==> config.mk <==
export PLATFORM = sky130hd
export DESIGN_NAME = i2c_rd_target
export DESIGN_NICKNAME = d
export VERILOG_FILES = /design/src/rtl/i2c_rt_pkg.sv /design/src/rtl/i2c_rt_sync.sv /design/src/rtl/i2c_rt_cond.sv /design/src/rtl/i2c_rt_ptr.sv /design/src/rtl/i2c_rd_target.sv
export SDC_FILE = /design/constraint.sdc
export NUM_CORES = 1
export LEC_CHECK = 0
export BUFFER_PORTS_ARGS = -buffer_cell sky130_fd_sc_hd__buf_2
export CAP_MARGIN = 10
export CORE_MARGIN = 2
export CORE_UTILIZATION = 35
export CTS_BUF_LIST = sky130_fd_sc_hd__clkbuf_8
export DETAILED_ROUTE_END_ITERATION = 6
export PLACE_DENSITY = 0.64
export REMOVE_ABC_BUFFERS = 1
export SYNTH_ARGS = -nofsm -noshare
export SYNTH_HDL_FRONTEND = slang
export SYNTH_HIERARCHICAL = 1
export SYNTH_SLANG_ARGS = --single-unit
==> constraint.sdc <==
create_clock -name clk -period 2.75 [get_ports clk]
set_clock_uncertainty 0.05 [all_clocks]
set_input_delay 0.55 -clock clk [delete_from_list [all_inputs] [get_ports clk]]
set_output_delay 0.55 -clock clk [all_outputs]
set_load 0.03 [all_outputs]
==> src/rtl/i2c_rt_pkg.sv <==
package i2c_rt_pkg;

  typedef enum logic [2:0] {
    ST_IDLE, ST_DEV, ST_DEV_ACK, ST_REG, ST_REG_ACK, ST_TX, ST_TX_ACK, ST_SKIP
  } rt_state_e;

  localparam int BYTE_W = 8;

  // window limits; the gap after LO_GAP_END is part of the stepping order
  localparam logic [7:0] LO_FIRST   = 8'h00;
  localparam logic [7:0] LO_GAP_END = 8'h03;
  localparam logic [7:0] LO_RESUME  = 8'h10;
  localparam logic [7:0] LO_LAST    = 8'h18;
  localparam logic [7:0] MID_FIRST  = 8'h30;
  localparam logic [7:0] MID_LAST   = 8'h32;
  localparam logic [7:0] HI_FIRST   = 8'h60;
  localparam logic [7:0] HI_LAST    = 8'h62;

  function automatic logic addr_ok(input logic [7:0] a);
    return (a <= LO_GAP_END) ||
           (a >= LO_RESUME && a <= LO_LAST) ||
           (a >= MID_FIRST && a <= MID_LAST) ||
           (a >= HI_FIRST  && a <= HI_LAST);
  endfunction

  function automatic logic [7:0] next_addr(input logic [7:0] a);
    if (a == LO_GAP_END)   return LO_RESUME;
    else if (a == LO_LAST)  return LO_FIRST;
    else if (a == MID_LAST) return MID_FIRST;
    else if (a == HI_LAST)  return HI_FIRST;
    else if (addr_ok(a))    return a + 8'd1;
    else                    return LO_FIRST;
  endfunction

endpackage

==> src/rtl/i2c_rt_sync.sv <==
module i2c_rt_sync #(
  parameter int   STAGES  = 2,
  parameter logic RST_VAL = 1'b1
) (
  input  logic clk,
  input  logic rst_n,
  input  logic d,
  output logic q
);
  logic [STAGES-1:0] chain;

  always_ff @(posedge clk or negedge rst_n) begin
    if (!rst_n) chain <= {STAGES{RST_VAL}};
    else        chain <= {chain[STAGES-2:0], d};
  end

  assign q = chain[STAGES-1];
endmodule

==> src/rtl/i2c_rt_cond.sv <==
module i2c_rt_cond (
  input  logic clk,
  input  logic rst_n,
  input  logic scl_s,
  input  logic sda_s,
  output logic scl_rise,
  output logic scl_fall,
  output logic start_det,
  output logic stop_det
);
  logic scl_d, sda_d;

  always_ff @(posedge clk or negedge rst_n) begin
    if (!rst_n) begin
      scl_d <= 1'b1;
      sda_d <= 1'b1;
    end else begin
      scl_d <= scl_s;
      sda_d <= sda_s;
    end
  end

  assign scl_rise  = scl_s & ~scl_d;
  assign scl_fall  = ~scl_s & scl_d;
  assign start_det = scl_s & scl_d & sda_d & ~sda_s;
  assign stop_det  = scl_s & scl_d & ~sda_d & sda_s;
endmodule

==> src/rtl/i2c_rt_ptr.sv <==
module i2c_rt_ptr
  import i2c_rt_pkg::*;
(
  input  logic        clk,
  input  logic        rst_n,
  input  logic        load,
  input  logic [7:0]  load_val,
  input  logic        adv,
  input  logic [7:0]  rd_data,
  output logic [7:0]  ptr,
  output logic [7:0]  tx_byte
);
  always_ff @(posedge clk or negedge rst_n) begin
    if (!rst_n)    ptr <= LO_FIRST;
    else if (load) ptr <= load_val;
    else if (adv)  ptr <= next_addr(ptr);
  end

  // out-of-window addresses read as zero
  assign tx_byte = addr_ok(ptr) ? rd_data : 8'h00;
endmodule

==> src/rtl/i2c_rd_target.sv <==
module i2c_rd_target
  import i2c_rt_pkg::*;
#(
  parameter logic [6:0] DEV_ADDR    = 7'h0C,
  parameter int         SYNC_STAGES = 2
) (
  input  logic       clk,
  input  logic       rst_n,
  input  logic       scl_i,
  input  logic       sda_i,
  output logic       sda_oe,
  output logic [7:0] rd_addr,
  input  logic [7:0] rd_data
);
  localparam logic [3:0] LAST_RX = 4'(BYTE_W);
  localparam logic [3:0] LAST_TX = 4'(BYTE_W - 1);

  logic scl_s, sda_s;
  logic scl_rise, scl_fall, start_det, stop_det;
  rt_state_e  state;
  logic [3:0] bitcnt;
  logic [7:0] rx_sh;
  logic [6:0] tx_rest;
  logic       rw, mack;
  logic       ptr_load, ptr_adv;
  logic [7:0] tx_byte;

  i2c_rt_sync #(.STAGES(SYNC_STAGES), .RST_VAL(1'b1)) u_sync_scl (
    .clk(clk), .rst_n(rst_n), .d(scl_i), .q(scl_s));
  i2c_rt_sync #(.STAGES(SYNC_STAGES), .RST_VAL(1'b1)) u_sync_sda (
    .clk(clk), .rst_n(rst_n), .d(sda_i), .q(sda_s));

  i2c_rt_cond u_cond (
    .clk(clk), .rst_n(rst_n), .scl_s(scl_s), .sda_s(sda_s),
    .scl_rise(scl_rise), .scl_fall(scl_fall),
    .start_det(start_det), .stop_det(stop_det));

  always_comb begin
    ptr_load = (state == ST_REG) && scl_fall && (bitcnt == LAST_RX);
    ptr_adv  = scl_fall && (((state == ST_DEV_ACK) && rw) ||
                            ((state == ST_TX_ACK) && mack));
  end

  i2c_rt_ptr u_ptr (
    .clk(clk), .rst_n(rst_n),
    .load(ptr_load), .load_val(rx_sh), .adv(ptr_adv),
    .rd_data(rd_data), .ptr(rd_addr), .tx_byte(tx_byte));

  always_ff @(posedge clk or negedge rst_n) begin
    if (!rst_n) begin
      state   <= ST_IDLE;
      bitcnt  <= '0;
      rx_sh   <= '0;
      tx_rest <= '0;
      rw      <= 1'b0;
      mack    <= 1'b0;
      sda_oe  <= 1'b0;
    end else if (start_det) begin
      state  <= ST_DEV;
      bitcnt <= '0;
      sda_oe <= 1'b0;
    end else if (stop_det) begin
      state  <= ST_IDLE;
      sda_oe <= 1'b0;
    end else begin
      unique case (state)
        ST_DEV, ST_REG: begin
          if (scl_rise) begin
            rx_sh  <= {rx_sh[6:0], sda_s};
            bitcnt <= bitcnt + 4'd1;
          end else if (scl_fall && bitcnt == LAST_RX) begin
            bitcnt <= '0;
            if (state == ST_REG) begin
              state  <= ST_REG_ACK;
              sda_oe <= 1'b1;
            end else if (rx_sh[7:1] == DEV_ADDR) begin
              state  <= ST_DEV_ACK;
              rw     <= rx_sh[0];
              sda_oe <= 1'b1;
            end else begin
              state  <= ST_SKIP;
            end
          end
        end
        ST_DEV_ACK: begin
          if (scl_fall) begin
            if (rw) begin
              tx_rest <= tx_byte[6:0];
              sda_oe  <= ~tx_byte[7];
              state   <= ST_TX;
            end else begin
              sda_oe  <= 1'b0;
              state   <= ST_REG;
            end
          end
        end
        ST_REG_ACK: begin
          if (scl_fall) begin
            sda_oe <= 1'b0;
            state  <= ST_SKIP;
          end
        end
        ST_TX: begin
          if (scl_fall) begin
            if (bitcnt == LAST_TX) begin
              bitcnt <= '0;
              sda_oe <= 1'b0;
              state  <= ST_TX_ACK;
            end else begin
              sda_oe  <= ~tx_rest[6];
              tx_rest <= {tx_rest[5:0], 1'b1};
              bitcnt  <= bitcnt + 4'd1;
            end
          end
        end
        ST_TX_ACK: begin
          if (scl_rise) begin
            mack <= ~sda_s;
          end else if (scl_fall) begin
            if (mack) begin
              tx_rest <= tx_byte[6:0];
              sda_oe  <= ~tx_byte[7];
              state   <= ST_TX;
            end else begin
              state   <= ST_SKIP;
            end
          end
        end
        default: ;
      endcase
    end
  end
endmodule

* After elaboration in Yosys (flattened, before gate mapping)
Index checks and enable logic that the tools add are counted.
** Word-level totals
- Bits of input ports :: 12
- Bits in registers :: 39
- Logic and storage cells :: 149
- Output and inout bits :: 9
** Operators by class
- $add $sub $neg :: 2
- Bitwise operators :: 17
- Equality and inequality tests :: 33
- Reduce and logical (&&, ||, !) cells :: 25
- Magnitude comparators :: 7
- Muxes and demuxes :: 53
** Operators with widths (number)
- $mux 8 :: 8
- $mux 7 :: 7
- $ne 4x4->1 const B :: 10
- $mux 3 :: 13
- $mux 4 :: 6
- $pmux 7 s3 :: 1
- $reduce_and 10->1 :: 2
- $ne 2x2->1 const B :: 8
- $pmux 3 s5 :: 1
- $mux 1 :: 14
- $reduce_and 4->1 :: 3
- $not 1->1 :: 10
- $eq 3x3->1 const B :: 3
- $logic_and 1x1->1 :: 9
- $reduce_and 9->1 :: 1
- $add 8x1->8 const B :: 1
- $eq 8x2->1 const B :: 1
- $eq 8x5->1 const B :: 1
- $eq 8x6->1 const B :: 1
- $eq 8x7->1 const B :: 1
- $ge 8x5->1 const B :: 1
- $ge 8x6->1 const B :: 1
- $ge 8x7->1 const B :: 1
- $le 8x2->1 const B :: 1
- 21 further kinds :: 32

* Depth between registers and ports, before layout
- Depth after elaboration :: 13
- Depth in mapped cells :: 10
- Gate-level depth less buffers :: 10

* Cells and area by module
The synthesis kept the hierarchy.
** By module, submodules not included
- i2c_rd_target :: area an instance 1457.6 µm², instances 1, cells an instance 148
- i2c_rt_ptr :: area an instance 733.2 µm², instances 1, cells an instance 85
- i2c_rt_sync :: area an instance 52.6 µm², instances 2, cells an instance 2
- i2c_rt_cond :: area an instance 85.1 µm², instances 1, cells an instance 6

* Worst setup path after synthesis
Ideal clock, no wire load.
- Kind :: register to register
- From :: register u_ptr.ptr[0]
- To :: register sda_oe
- Arrival time :: 2.337 ns
- Slack :: 0.296 ns
- Data required time :: 2.634 ns
- Cell stages (with the launch flop) :: 11
- Clock period less this slack :: 2.454 ns
- Cell sequence :: dfrtp_1 inv_1 ha_1 nand3b_1 a221oi_4 nor3_1 nor2b_1 o21a_1 o2bb2ai_1 and3_1 a22o_1
** On the way
- Longest elaborated chain between the ends :: 13
- Elaborated cells on any way between the ends :: 23
- Classes of those cells :: 7 x order compare; 9 x mux; 1 x bitwise; 6 x reduce/logical
** RTL lines
- start, declared :: line i2c_rt_ptr.sv:10 : output logic [7:0] ptr,
- start signal, assigned :: line i2c_rt_ptr.sv:15 : else if (load) ptr <= load_val;
- start signal, assigned :: line i2c_rt_ptr.sv:16 : else if (adv) ptr <= next_addr(ptr);
- $ge 8x5->1 / $le 8x5->1 (equally long branches) :: line i2c_rt_pkg.sv:21 : (a >= LO_RESUME && a <= LO_LAST) ||
- $logic_and 1x1->1 :: line i2c_rt_pkg.sv:21
- $logic_or 1x1->1 :: line i2c_rt_pkg.sv:20 : return (a <= LO_GAP_END) ||
- $logic_or 1x1->1 :: line i2c_rt_pkg.sv:21
- $logic_or 1x1->1 (*) :: line i2c_rt_pkg.sv:22 : (a >= MID_FIRST && a <= MID_LAST) ||
- $mux 8 (*) :: line i2c_rt_ptr.sv:20 : assign tx_byte = addr_ok(ptr) ? rd_data : 8'h00;
- via tx_byte[7] :: line i2c_rd_target.sv:26 : logic [7:0] tx_byte;
- $not 1->1 (*) :: line i2c_rd_target.sv:89, i2c_rd_target.sv:122
- $mux 1 :: line i2c_rd_target.sv:120 : if (mack) begin
- $mux 1 :: line i2c_rd_target.sv:119 : end else if (scl_fall) begin
- $mux 1 :: line i2c_rd_target.sv:117 : if (scl_rise) begin
- $pmux 1 s5 (*) :: line i2c_rd_target.sv:66 : unique case (state)
- $mux 1 (*) :: line i2c_rd_target.sv:62 : end else if (stop_det) begin
- $mux 1 (*) :: line i2c_rd_target.sv:58 : end else if (start_det) begin
- end signal, assigned :: line i2c_rd_target.sv:89 : sda_oe <= ~tx_byte[7];
- end signal, assigned :: line i2c_rd_target.sv:110 : sda_oe <= ~tx_rest[6];
- end signal, assigned :: line i2c_rd_target.sv:122 : sda_oe <= ~tx_byte[7];
- end, declared :: line i2c_rd_target.sv:11 : output logic sda_oe,
Mark *: on every way through the listed nets, which the timed path passes. The rest lies on a longest branch. The select of a mux whose other input is x is not followed.
A chain may end at the register's enable or synchronous reset.

* Worst setup path after layout
- From :: register u_ptr.ptr[3]
- To :: register sda_oe
The elaborated chain is that of the path after synthesis.

==> impl_metrics.sql <==
INSERT INTO impl_metrics (metric_group, metric, value, unit) VALUES
('status', 'status', 'finished clean', ''),
('flow_run', 'cap_violations', '0', ''),
('clock_network', 'cts_max_level', '2', ''),
('sta', 'max_slew_margin', '43.1', '%'),
('critical_path', 'worst-path-max-fanout', '9', ''),
('global_route', 'globalRoute.totalOverflow', '0', ''),
('drt', 'first_pass_detailed_route_iteration_total', '4', ''),
('drt', 'remaining_drc_errors', '0', ''),
('critical_path', 'crit-reg2reg-launch', 'u_ptr/ptr[3]', ''),
('global_route', 'grt_first_pass_wirelength', '9000', 'um'),
('synth', 'number_of_enable_type_register_cells_in_the_synthesized_netlist', '0', ''),
('critical_path', 'reg2reg_setup_slack', '0.27', 'ns'),
('die', 'io_pins', '21', ''),
('synth', 'synth_async_sr_flop_share', '100', '%'),
('placed_design', 'dp_hpwl', '3720', 'um'),
('critical_path', 'critPathBufInv', '0', ''),
('synth', 'postSynthAreaPerCell', '9.80', 'um2'),
('drt', 'first_iter_violations', '135', ''),
('global_route', 'number_of_antenna_violations_at_the_first_check_in_global_routing', '0', ''),
('cells_and_area', 'n_antenna_cell', '0', ''),
('clock_network', 'post_cts_resize_count', '0', ''),
('critical_path', 'endpoint_of_the_lowest_slack_register_to_register_path', 'sda_oe', ''),
('critical_path', 'cp_cell_sequence', 'or4b_4 > nor3_1 > nor3_2 > nor2b_1 > o21a_1 > o2bb2ai_1 > and3_1 > a22o_1', ''),
('sta', 'rsz0062_at_grt', 'no', ''),
('die', 'floorplan.rows', '30', ''),
('min_path', 'min_delay_path_depth', '1', ''),
('synth', 'yosys-top-cells-count', 'sky130_fd_sc_hd__dfrtp_1, sky130_fd_sc_hd__nand2_1, sky130_fd_sc_hd__mux2_2', ''),
('placed_design', 'gp_congestion', '0.936', ''),
('synth', 'synth-warning-count', '6', ''),
('critical_path', 'critical_path.startpoint_type', 'flop', ''),
('power', 'vdd_drop_max', '0.416', 'mV'),
('critical_path', 'max_stage_delay', '0.56', 'ns'),
('cells_and_area', 'nets', '282', ''),
('drt', 'route.detailed.wl_per_inst', '14.9', 'um'),
('critical_path', 'worst-endpoint-required', '2.89', 'ns'),
('drt', 'antenna_left', '0', ''),
('die', 'fp.dieArea', '7480', 'um2'),
('min_path', 'worst_hold_launch', 'scl_i', ''),
('drt', 'wirelength', '5160', 'um'),
('cells_and_area', 'layout-area-overhead-vs-synth', '13.3', '%'),
('critical_path', 'reg2reg_depth', '8', ''),
('cells_and_area', 'fillCellCount', '669', ''),
('synth', 'synthMostInstantiatedCell', 'sky130_fd_sc_hd__dfrtp_1', ''),
('critical_path', 'worstPathArrival', '2.61', 'ns'),
('drt', 'post_drt_via_cell_ratio', '5.52', ''),
('sta', 'report.final.setup_viol', '0', ''),
('synth', 'area_share_of_the_largest_cell_type_after_synthesis', '34.7', '%'),
('power', 'p_leak', '1.20', 'nW'),
('min_path', 'hold_path.class', 'input port to flop', ''),
('synth', 'post_synth_num_cell_types', '66', ''),
('cells_and_area', 'sequential_cell_area', '983', 'um2'),
('sta', 'final_critical_path_setup_slack', '0.271', 'ns'),
('clock_network', 'clkLatencyLatePin', '0.29', 'ns'),
('synth', 'mappedNetlistArea', '2380', 'um2'),
('clock_network', 'cts_tree', 'built', ''),
('min_path', 'holdPathEnd', 'u_sync_scl/chain[0]', ''),
('sta', 'period_share', '90.1', '%'),
('global_route', 'grt_start_max_net_pins', '40', ''),
('critical_path', 'slowest_stage', 'sky130_fd_sc_hd__or4b_4', ''),
('clock_network', 'numCtsBuffers', '5', ''),
('critical_path', 'class_of_the_most_critical_setup_path', 'flop to flop', ''),
('clock_network', 'cts_buffer_depth', '2', ''),
('sta', 'hold_ws', '0.296', 'ns'),
('synth', 'synth_top_cells_by_area', 'sky130_fd_sc_hd__dfrtp_1, sky130_fd_sc_hd__mux2_2, sky130_fd_sc_hd__dfstp_2', ''),
('sta', 'worst_slew_pin_slew', '0.854', 'ns'),
('die', 'die-width', '86.5', 'um'),
('global_route', 'grt.total_usage', '15.0', '%'),
('synth', 'yosys.area.top_type', 'sky130_fd_sc_hd__dfrtp_1', ''),
('critical_path', 'crit_path_end_kind', 'flop', ''),
('die', 'design.core.area', '6680', 'um2'),
('cells_and_area', 'multi_input_comb_area', '1310', 'um2');
-- routing by layer --
metal,up-vias,global-route usage (%),wire (um)
met2,54,21.0,2320
met5,-,0,0
met3,9,3.33,201
li1,946,-,-
met1,907,21.9,2520
met4,0,6.96,117
-- where the power goes --
part           leakage [nW]  internal, mW  total (mW)  switching, mW
Sequential            0.495         0.713       0.889          0.176
Combinational         0.630         0.384       0.883          0.499
Clock                0.0695         0.359       0.562          0.203
-- through the flow --
| stage | instance area [um2] | instances | total power [mW] | util [%] |
|---|---|---|---|---|
| floorplan | 2330 | 235 | 1.53 | - |
| detailed placement | 2560 | 339 | 1.77 | 38.3 |
| global route | 2700 | 347 | 2.50 | 40.4 |
| global placement | 2560 | 339 | 1.76 | 38.3 |
| CTS | 2690 | 347 | 2.35 | 40.3 |
| finish | 2700 | 347 | 2.33 | 40.4 |
-- worst max path at each step --
stage,from,endpoint,slack [ns],cells past startpoint
after global placement,u_ptr/ptr[0],sda_oe,0.31,10
after global routing,u_ptr/ptr[2],sda_oe,0.12,8
final,u_ptr/ptr[3],sda_oe,0.27,8
after CTS,u_ptr/ptr[0],sda_oe,0.23,10
after detailed placement,u_ptr/ptr[4],sda_oe,0.24,8
after floorplan,u_ptr/ptr[0],sda_oe,0.29,10
-- final cells by class --
cell class                 instances  share of cell area [%]
clock buffer                       5                    2.55
multi-input combinational        185                    48.6
clock inverter                     3                    2.36
tap                               80                    3.71
sequential                        39                    36.4
timing repair buffer              24                    4.82
inverter                          11                    1.53
-- layout by cell type, fill, tap and decap left out, drive strengths merged, types with 2 or more instances in the layout --
cell,count
dfrtp,33
nand2,24
buf,24
mux2,16
a21oi,16
nor2,16
nor2b,14
inv,12
o21ai,10
dfstp,6
nor3,6
nand2b,5
o31ai,5
clkbuf,5
ha,4
nor3b,4
nand3b,4
nand3,3
o221ai,3
mux2i,3
a311oi,3
and3,3
a2bb2oi,3
or2,2
a22oi,2
nand4,2
o21a,2
bufinv,2
and4b,2
and2b,2
and2,2
a21o,2
or4b,2
o311ai,2
-- worst reg2reg max path, cell delays in order (launching register included) --
cell                        delay (ns)
sky130_fd_sc_hd__dfrtp_1          0.47
sky130_fd_sc_hd__or4b_4           0.57
sky130_fd_sc_hd__nor3_1           0.38
sky130_fd_sc_hd__nor3_2           0.17
sky130_fd_sc_hd__nor2b_1          0.16
sky130_fd_sc_hd__o21a_1           0.13
sky130_fd_sc_hd__o2bb2ai_1        0.06
sky130_fd_sc_hd__and3_1           0.17
sky130_fd_sc_hd__a22o_1           0.22
-- sequential cells by signal, indices dropped and copies added, names as in the netlist --
| name | count |
|---|---|
| state | 3 |
| u_sync_scl/chain | 2 |
| mack | 1 |
| tx_rest | 7 |
| rw | 1 |
| u_cond/scl_d | 1 |
| u_ptr/ptr | 8 |
| u_sync_sda/chain | 2 |
| sda_oe | 1 |
| u_cond/sda_d | 1 |
| bitcnt | 4 |
| rx_sh | 8 |
-- logic make-up (layout without fill, tap and decap cells) --
family | after synthesis | in the layout | synth area share (%)
simple gates | 97 | 97 | 23.9
compound gates | 63 | 63 | 19.3
flops | 39 | 39 | 41.3
mux | 19 | 19 | 8.83
buf+inv | 19 | 43 | 3.84
fa+ha+maj | 4 | 4 | 2.10
xor+xnor | 2 | 2 | 0.736
No activity file was read; power rests on OpenSTA's default activity.
